File: src/rtl/irq_pkg.sv
// Shared definitions for the interrupt pending unit.
// Assumes eight lines unless a user overrides the parameters of the top.
package irq_pkg;
    typedef enum logic [1:0] {
        OP_NONE = 2'b00,
        OP_POST = 2'b01,
        OP_DROP = 2'b10,
        OP_RSVD = 2'b11
    } irq_op_e;
endpackage

File: src/rtl/irq_req_decode.sv
// Turns a numbered line request into one-hot set and clear masks.
// Assumes req_line is two's complement; out-of-range numbers give no mask
// and flag an illegal request instead.
module irq_req_decode #(
    parameter int NUM_LINES = 8,
    parameter int LINE_W    = 8
) (
    input  logic [1:0]           req_op,
    input  logic [LINE_W-1:0]    req_line,
    output logic [NUM_LINES-1:0] set_mask,
    output logic [NUM_LINES-1:0] clr_mask,
    output logic                 bad_req
);
    import irq_pkg::*;
    localparam int MAG_W = LINE_W - 1;

    logic    in_range;
    irq_op_e op;

    // Classify the request and check the line number range.
    always_comb begin
        op       = irq_op_e'(req_op);
        in_range = !req_line[LINE_W-1] &&
                   (req_line[MAG_W-1:0] < MAG_W'(NUM_LINES));
        bad_req  = ((op == OP_POST) || (op == OP_DROP)) && !in_range;
    end

    // Build one-hot masks, one bit per line.
    generate
        for (genvar g = 0; g < NUM_LINES; g++) begin : g_line
            assign set_mask[g] = (op == OP_POST) && in_range &&
                                 (req_line[MAG_W-1:0] == MAG_W'(g));
            assign clr_mask[g] = (op == OP_DROP) && in_range &&
                                 (req_line[MAG_W-1:0] == MAG_W'(g));
        end
    endgenerate
endmodule

File: src/rtl/irq_timer_match.sv
// Detects a count/compare match and turns it into a one-hot injection at
// the programmed slot. Assumes a zero count never counts as a match.
module irq_timer_match #(
    parameter int NUM_LINES = 8,
    parameter int TMR_W     = 32,
    parameter int SLOT_W    = $clog2(NUM_LINES)
) (
    input  logic [TMR_W-1:0]     cnt_val,
    input  logic [TMR_W-1:0]     cmp_val,
    input  logic [SLOT_W-1:0]    tmr_slot,
    output logic [NUM_LINES-1:0] inject
);
    logic hit;

    // Match only on equal values with a nonzero count.
    always_comb hit = (cnt_val == cmp_val) && (cnt_val != '0);

    // Steer the match to the selected line.
    generate
        for (genvar g = 0; g < NUM_LINES; g++) begin : g_inj
            assign inject[g] = hit && (tmr_slot == SLOT_W'(g));
        end
    endgenerate
endmodule

File: src/rtl/irq_pend_reg.sv
// Holds the pending vector; merges wipe, line request and timer injection
// in that order on one edge. Assumes set and clear masks never overlap.
module irq_pend_reg #(
    parameter int NUM_LINES = 8
) (
    input  logic                 clk,
    input  logic                 rst_n,
    input  logic                 wipe_all,
    input  logic [NUM_LINES-1:0] set_mask,
    input  logic [NUM_LINES-1:0] clr_mask,
    input  logic [NUM_LINES-1:0] inject,
    input  logic                 bad_req,
    output logic [NUM_LINES-1:0] pend_q
);
    logic [NUM_LINES-1:0] base, nxt;

    // Apply wipe, then request, then timer.
    always_comb begin
        base = wipe_all ? '0 : pend_q;
        nxt  = ((base | set_mask) & ~clr_mask) | inject;
    end

    // Register the vector.
    always_ff @(posedge clk) begin
        if (!rst_n) pend_q <= '0;
        else        pend_q <= nxt;
    end

    AST_BAD_REQ_HOLDS: assert property (@(posedge clk) disable iff (!rst_n)
        (bad_req && !wipe_all && inject == '0) |=> pend_q == $past(pend_q));
    AST_POST_SETS: assert property (@(posedge clk) disable iff (!rst_n)
        (set_mask != '0) |=> (pend_q & $past(set_mask)) == $past(set_mask));
    AST_DROP_CLEARS: assert property (@(posedge clk) disable iff (!rst_n)
        (clr_mask != '0 && (clr_mask & inject) == '0) |=> (pend_q & $past(clr_mask)) == '0);
    AST_WIPE_EMPTIES: assert property (@(posedge clk) disable iff (!rst_n)
        (wipe_all && set_mask == '0 && inject == '0) |=> pend_q == '0);
    AST_TIMER_WINS: assert property (@(posedge clk) disable iff (!rst_n)
        (inject != '0) |=> (pend_q & $past(inject)) == $past(inject));
    AST_INJECT_ONEHOT: assert property (@(posedge clk) disable iff (!rst_n)
        $onehot0(inject));
endmodule

File: src/rtl/irq_gate.sv
// Forms the registered take-interrupt request from the status gating and
// the masked pending vector. Assumes mask and vector align bit for bit.
module irq_gate #(
    parameter int NUM_LINES = 8
) (
    input  logic                 clk,
    input  logic                 rst_n,
    input  logic                 st_ie,
    input  logic                 st_erl,
    input  logic                 st_exl,
    input  logic [NUM_LINES-1:0] st_mask,
    input  logic [NUM_LINES-1:0] pend_q,
    output logic                 irq_q
);
    logic allow, hit;

    // Gate on enable and both level bits, then look for overlap.
    always_comb begin
        allow = st_ie && !st_erl && !st_exl;
        hit   = |(st_mask & pend_q);
    end

    // Register the request.
    always_ff @(posedge clk) begin
        if (!rst_n) irq_q <= 1'b0;
        else        irq_q <= allow && hit;
    end

    AST_LEVEL_BLOCKS: assert property (@(posedge clk) disable iff (!rst_n)
        (st_erl || st_exl || !st_ie) |=> !irq_q);
    AST_NO_OVERLAP_NO_IRQ: assert property (@(posedge clk) disable iff (!rst_n)
        ((st_mask & pend_q) == '0) |=> !irq_q);
endmodule

File: src/rtl/irq_pending_unit.sv
// Top of the interrupt pending unit: request decode, timer match, pending
// register and delivery gate. Assumes synchronous active-low reset.
module irq_pending_unit #(
    parameter int NUM_LINES = 8,
    parameter int LINE_W    = 8,
    parameter int TMR_W     = 32,
    parameter int SLOT_W    = $clog2(NUM_LINES)
) (
    input  logic                 clk,
    input  logic                 rst_n,
    input  logic [1:0]           req_op,
    input  logic [LINE_W-1:0]    req_line,
    input  logic                 wipe_all,
    input  logic [TMR_W-1:0]     cnt_val,
    input  logic [TMR_W-1:0]     cmp_val,
    input  logic [SLOT_W-1:0]    tmr_slot,
    input  logic                 st_ie,
    input  logic                 st_erl,
    input  logic                 st_exl,
    input  logic [NUM_LINES-1:0] st_mask,
    output logic [NUM_LINES-1:0] pend_vec,
    output logic                 any_pend,
    output logic                 irq_take,
    output logic                 req_err
);
    logic [NUM_LINES-1:0] set_mask, clr_mask, inject;
    logic                 bad_req;

    irq_req_decode #(.NUM_LINES(NUM_LINES), .LINE_W(LINE_W)) u_dec (
        .req_op(req_op), .req_line(req_line),
        .set_mask(set_mask), .clr_mask(clr_mask), .bad_req(bad_req));

    irq_timer_match #(.NUM_LINES(NUM_LINES), .TMR_W(TMR_W), .SLOT_W(SLOT_W)) u_tmr (
        .cnt_val(cnt_val), .cmp_val(cmp_val), .tmr_slot(tmr_slot), .inject(inject));

    irq_pend_reg #(.NUM_LINES(NUM_LINES)) u_pend (
        .clk(clk), .rst_n(rst_n), .wipe_all(wipe_all), .set_mask(set_mask),
        .clr_mask(clr_mask), .inject(inject), .bad_req(bad_req), .pend_q(pend_vec));

    irq_gate #(.NUM_LINES(NUM_LINES)) u_gate (
        .clk(clk), .rst_n(rst_n), .st_ie(st_ie), .st_erl(st_erl), .st_exl(st_exl),
        .st_mask(st_mask), .pend_q(pend_vec), .irq_q(irq_take));

    // Flag an illegal line number for one cycle.
    always_ff @(posedge clk) begin
        if (!rst_n) req_err <= 1'b0;
        else        req_err <= bad_req;
    end

    // Summarise pending lines including a match in progress.
    always_comb any_pend = |(pend_vec | inject);

    AST_ERR_FROM_BAD: assert property (@(posedge clk) disable iff (!rst_n)
        req_err |-> $past(bad_req));
    AST_ANY_COVERS_VEC: assert property (@(posedge clk) disable iff (!rst_n)
        (pend_vec != '0) |-> any_pend);
endmodule

File: config.mk
export PLATFORM = sky130hd
export DESIGN_NAME = irq_pending_unit
export DESIGN_NICKNAME = d
export VERILOG_FILES = /design/src/rtl/irq_pkg.sv /design/src/rtl/irq_req_decode.sv /design/src/rtl/irq_timer_match.sv /design/src/rtl/irq_pend_reg.sv /design/src/rtl/irq_gate.sv /design/src/rtl/irq_pending_unit.sv
export SDC_FILE = /design/constraint.sdc
export NUM_CORES = 1
export LEC_CHECK = 0
export BUFFER_PORTS_ARGS = -buffer_cell sky130_fd_sc_hd__buf_2
export CORE_MARGIN = 2
export CORE_UTILIZATION = 35
export DETAILED_ROUTE_END_ITERATION = 10
export MAX_ROUTING_LAYER = met4
export PLACE_DENSITY = 0.76
export SYNTH_ARGS = -nofsm -noshare
export SYNTH_HDL_FRONTEND = slang
export SYNTH_HIERARCHICAL = 1
export SYNTH_SLANG_ARGS = --single-unit
File: constraint.sdc
create_clock -name clk -period 1.98 [get_ports clk]
set_clock_uncertainty 0.15 [all_clocks]
set_input_delay 0.396 -clock clk [delete_from_list [all_inputs] [get_ports clk]]
set_output_delay 0.396 -clock clk [all_outputs]
set_load 0.005 [all_outputs]
After elaboration in Yosys (flattened, before gate mapping)
Index checks and enable logic that the tools add are counted.
- bitwise operators: 6
- multiplexer cells: 1
- reduce and logical (&&, ||, !) cells: 42
- eq/ne operators: 17
- magnitude comparators: 1
- operator list (cell ; count):
    32-bit equality test ; 1
    1-bit logical AND ; 32
    32-bit nonzero test ; 1
    7-bit by 3-bit equality test with 1-bit output (second input constant) ; 4
    8-bit bitwise OR ; 3
    8-bit AND ; 2
    8-bit OR reduction ; 2
    7-bit by 2-bit equality test with 1-bit output (second input constant) ; 2
    3-bit equality test (second input constant) ; 4
    8-bit 2-to-1 mux ; 1
    8-bit NOT ; 1
    7-bit by 1-bit equality test with 1-bit output (second input constant) ; 1
    7-bit zero test ; 1
    7-bit by 4-bit less-than comparator with 1-bit output (second input constant) ; 1
    3-bit by 2-bit equality test with 1-bit output (second input constant) ; 2
    1-bit zero test ; 4
    3-bit by 1-bit equality test with 1-bit output (second input constant) ; 1
    3-bit zero test ; 1
    2-bit by 1-bit equality test with 1-bit output (second input constant) ; 1
    2-bit equality test (second input constant) ; 1
    1-bit logical OR ; 1
- output and inout port bits: 11
- register bits after elaboration: 10

Logic depth before layout (Yosys ltp)
- depth after elaboration: 7
- depth in mapped cells: 6
- depth with buffers taken out: 6

Hierarchy
The synthesis kept the hierarchy.
- modules (own cells, without submodules) (module ; area each (sq um) ; cells each ; instances):
    irq_timer_match ; 555.5 ; 70 ; 1
    irq_pend_reg ; 345.3 ; 33 ; 1
    irq_req_decode ; 214.0 ; 31 ; 1
    irq_gate ; 76.3 ; 7 ; 1
    irq_pending_unit ; 57.6 ; 7 ; 1

Worst setup path after synthesis
OpenSTA, ideal clock, no wires.
- path type: in2out
- from: input port cmp_val[14]
- to: output port any_pend
- arrival time: 1657 ps
- path slack: -223 ps
- buffers on the path: 0
- stages on the path: 6
- cell sequence: xor2_1 -> nor4_2 -> nand4_2 -> nor4_1 -> nor4_1 -> nand4_1
- longest elaborated chain between the ends: 5
- elaborated cells on any way between the ends: 12
- RTL lines (element ; RTL line ; source):
    from (decl) ; irq_pending_unit.sv:15 ; input logic [TMR_W-1:0] cmp_val,
    32-bit equality test ; irq_timer_match.sv:16 ; always_comb hit = (cnt_val == cmp_val) && (cnt_val != '0);
    1-bit logical AND ; irq_timer_match.sv:16 ;
    1-bit logical AND ; irq_timer_match.sv:21 ; assign inject[g] = hit && (tmr_slot == SLOT_W'(g));
    net inject[0] ; irq_pending_unit.sv:26 ; logic [NUM_LINES-1:0] set_mask, clr_mask, inject;
    8-bit bitwise OR ; irq_pending_unit.sv:51 ; always_comb any_pend = |(pend_vec | inject);
    8-bit OR reduction ; irq_pending_unit.sv:51 ;
    to (decl) ; irq_pending_unit.sv:22 ; output logic any_pend,
The timed path passes the listed nets, and every way through them passes these cells.

Worst setup path after layout
- from: input port cnt_val[22]
- to: output port any_pend
- longest elaborated chain between the ends: 5
- elaborated cells on any way between the ends: 13
- RTL lines (element ; RTL line ; source):
    from (decl) ; irq_pending_unit.sv:14 ; input logic [TMR_W-1:0] cnt_val,
    32-bit equality test / 32-bit nonzero test (equally long branches) ; irq_timer_match.sv:16 ;
    1-bit logical AND (*) ; irq_timer_match.sv:16 ;
    1-bit logical AND (*) ; irq_timer_match.sv:21 ;
    net inject[0] ; irq_pending_unit.sv:26 ;
    8-bit bitwise OR (*) ; irq_pending_unit.sv:51 ;
    8-bit OR reduction (*) ; irq_pending_unit.sv:51 ;
The timed path passes the listed nets; every way through them passes the cells marked *.

==> flow_summary.ini <==
[run_status]
outcome = finished, violations left
failed_checks = setup timing

[floorplanning]
coreArea_um2 = 3390
ioPinCount = 102
initial_core_util = 0.3684
die_h_um = 63.73
die_area_um2 = 4062
rows = 21
fp.dieW_um = 63.73

[synth]
yosysWarnings = 6
synth_fp_nets = 241
synth-simple-area-share = 0.4559
synth_top_area_frac = 0.2244
synth.distinct_cells = 29
async_reset_ff_frac = 0
synthAdderAreaFrac = 0.02004
ys_seq_area_frac = 0.1603
synthXorXnorAreaFrac = 0.2244
yosys.area.top_type = xor2_1
synth-seq-cells = 10
synth-edff-count = 0
muxShareOfSynthArea = 0
synth_top_family_by_area = simple AND/OR/NAND/NOR gates
synthTopCellsByArea = xor2_1, dfxtp_1, nor4_1, o311a_1, nand2b_1
avgSynthCellArea_um2 = 8.437
syn_area_um2 = 1249
syn-instance-count = 148
synth_compound_area_frac = 0.1082
ys.flop_type = dfxtp_1

[clock_tree]
clkTransAtPathRegs_ns = 0.06
cts_tree = done
htree_num_levels = 1
cts_root_buf = clkbuf_4
holdBufCountCts = 0
cts_made_buffers = 3
clock_latency_ns = 0.28
cts_sinks = 10
cts_max_path_buffers = 2

[critical_path]
cp_max_fo = 8
cp-end-kind = output port
cp_data_arrival_time_ns = 1.98
worstPathRequired_ns = 1.43
crit_chain = buf_2 -> xor2_1 -> nor4_2 -> nand4_2 -> buf_12 -> nor4_4 -> nor4_2 -> nand4_1 -> buf_2
path_class = in2out
r2r_slack_ns = 0.79
worstSetupStartpointType = primary input
slowest_stage = nor4_4
max_stage_delay_ns = 0.33

[placement]
placedCellCount = 309
place_congestion = 0.9091
port_buffers = 101
hpwl_um = 3644

[detailed_routing]
drtPass1Iterations = 4
dr.max_layer_used = met4
drt-initial-drc-count = 57
drc = 0
ant_nets = 0
dr_wl_met2_um = 2858
wire_per_inst_um = 17.14
wl_met1_um = 2031
wirelength_um = 5417
vias_per_cell = 5.551
vias = 1754
met3_length_um = 402

[finish]
area_delta_synth_final_pct = 89.88
final_util = 0.6995
instances_no_fill = 316
drive_gt1_frac = 0.6222
nFillCells = 248
nets = 364
n_antenna_cell = 0

[global_route]
grt_max_degree = 18
antenna_found_initial = 0
grt_pass1_vias = 1693
groute.usage.overall = 0.2495
grt-ovfl-total = 0
grt_pass1_wl_um = 7810

[sta]
worst_pin_slew_ns = 0.4924
slew_headroom = 0.6687
holdWs_ns = 0.2334
finalSetupViolations = 8
maxSlewViolCount = 0
period_minus_slack_ns = 2.527
max_freq_mhz = 395.8
rsz0062_at_grt = true
worst_slack_ns = -0.5466
min_period_over_period = 1.276
hold_viol_final = 0

[power]
power_leakage_nw = 1.020
power_density_nw_per_um2 = 290.3
ir_worst_vdd_mv = 0.2908
power.total_uw = 688.2

[job]
cap_viol_max_count = 0

[worst_hold_path]
hold_class = in2reg
-- registers in the layout, summed over array words and instances (netlist names) --
| name | cells |
|---|---|
| u_pend/pend_q | 8 |
| req_err | 1 |
| u_gate/irq_q | 1 |
-- what timing repair did --
| item | CTS | global route |
|---|---|---|
| gates resized for setup | 32 | 30 |
| setup buffers | 3 | 3 |
| setup endpoints to repair | 9 | 9 |
| pin swaps | 17 | 15 |
-- placed cells by master, fill, tap and decap left out, types with 2 or more instances in the layout --
cell and count:
a22oi_1 2, buf_12 2, buf_2 94, buf_4 15, buf_6 8, buf_8 2
clkbuf_4 3, dfxtp_1 10, ha_1 2, inv_1 2, nand2_1 2, nand2b_1 6
nand2b_4 4, nand3b_1 5, nand4_1 3, nor2b_1 8, nor3_1 12, nor4_1 7
nor4_2 12, nor4_4 13, o311a_1 8, or3b_2 4, xor2_1 28, xor2_2 4
-- cell families (layout without fill, tap and decap cells) --
kind of cell	after synthesis	after routing
xor+xnor	32	32
fa+ha+maj	2	2
compound gates	14	14
flops	10	10
buf+inv	5	127
simple gates	85	85
-- cells in the mapped netlist (all sizes together), types with 2 or more instances --
| master | number |
|---|---|
| a22oi | 2 |
| buf | 2 |
| dfxtp | 10 |
| ha | 2 |
| inv | 2 |
| nand2 | 2 |
| nand2b | 10 |
| nand3b | 5 |
| nand4 | 5 |
| nor2 | 2 |
| nor2b | 8 |
| nor3 | 12 |
| nor4 | 32 |
| o311a | 8 |
| or3b | 4 |
| xor2 | 32 |
-- worst max-delay path, delay by kind of cell --
kind / cells / cell delay [ns]
simple gates: 5 / 0.99
buf+inv: 3 / 0.44
xor+xnor: 1 / 0.15
-- final cells by class --
type | instances | area (µm²) | share of cell area
Clock buffer | 4 | 36.28 | 0.01530
Multi-Input combinational cell | 133 | 1326 | 0.5594
Tap cell | 46 | 57.56 | 0.02427
Inverter | 2 | 7.507 | 0.003166
Timing Repair Buffer | 121 | 743.2 | 0.3135
Sequential cell | 10 | 200.2 | 0.08443
-- stage by stage --
stage	cell area, µm²	setup slack (ns)	setup TNS (ns)
3_5_place_dp	1914	-0.6445	-3.697
5_1_grt	2371	-0.6551	-1.634
3_3_place_gp	1914	-0.6615	-3.683
4_1_cts	2203	-0.4919	-0.5605
6_report	2371	-0.5466	-0.8301
2_1_floorplan	1255	-0.2214	-0.2214
-- routing by layer --
metal	up-vias	track usage
met3	12	0.05282
met4	0	0.07609
met2	91	0.4263
met1	824	0.2941
li1	827	-
met5	-	-
-- worst paths after layout --
check             cells after the start                      end                        start
setup / recovery                      9                 any_pend                  cnt_val[22]
hold / removal                        3  u_gate/irq_q$_SDFF_PN0_                       st_erl
setup reg to reg                      3  u_gate/irq_q$_SDFF_PN0_  u_pend/pend_q[1]$_SDFF_PN0_
hold reg to reg                       2  u_gate/irq_q$_SDFF_PN0_  u_pend/pend_q[2]$_SDFF_PN0_
-- power by group --
part	internal (mW)	total (mW)	switching, mW	leakage, nW
clock network	0.112	0.190	0.0778	0.0210
logic	0.144	0.295	0.151	0.918
registers	0.203	0.203	0.000461	0.0808
Power figures use the tool's default switching activity.
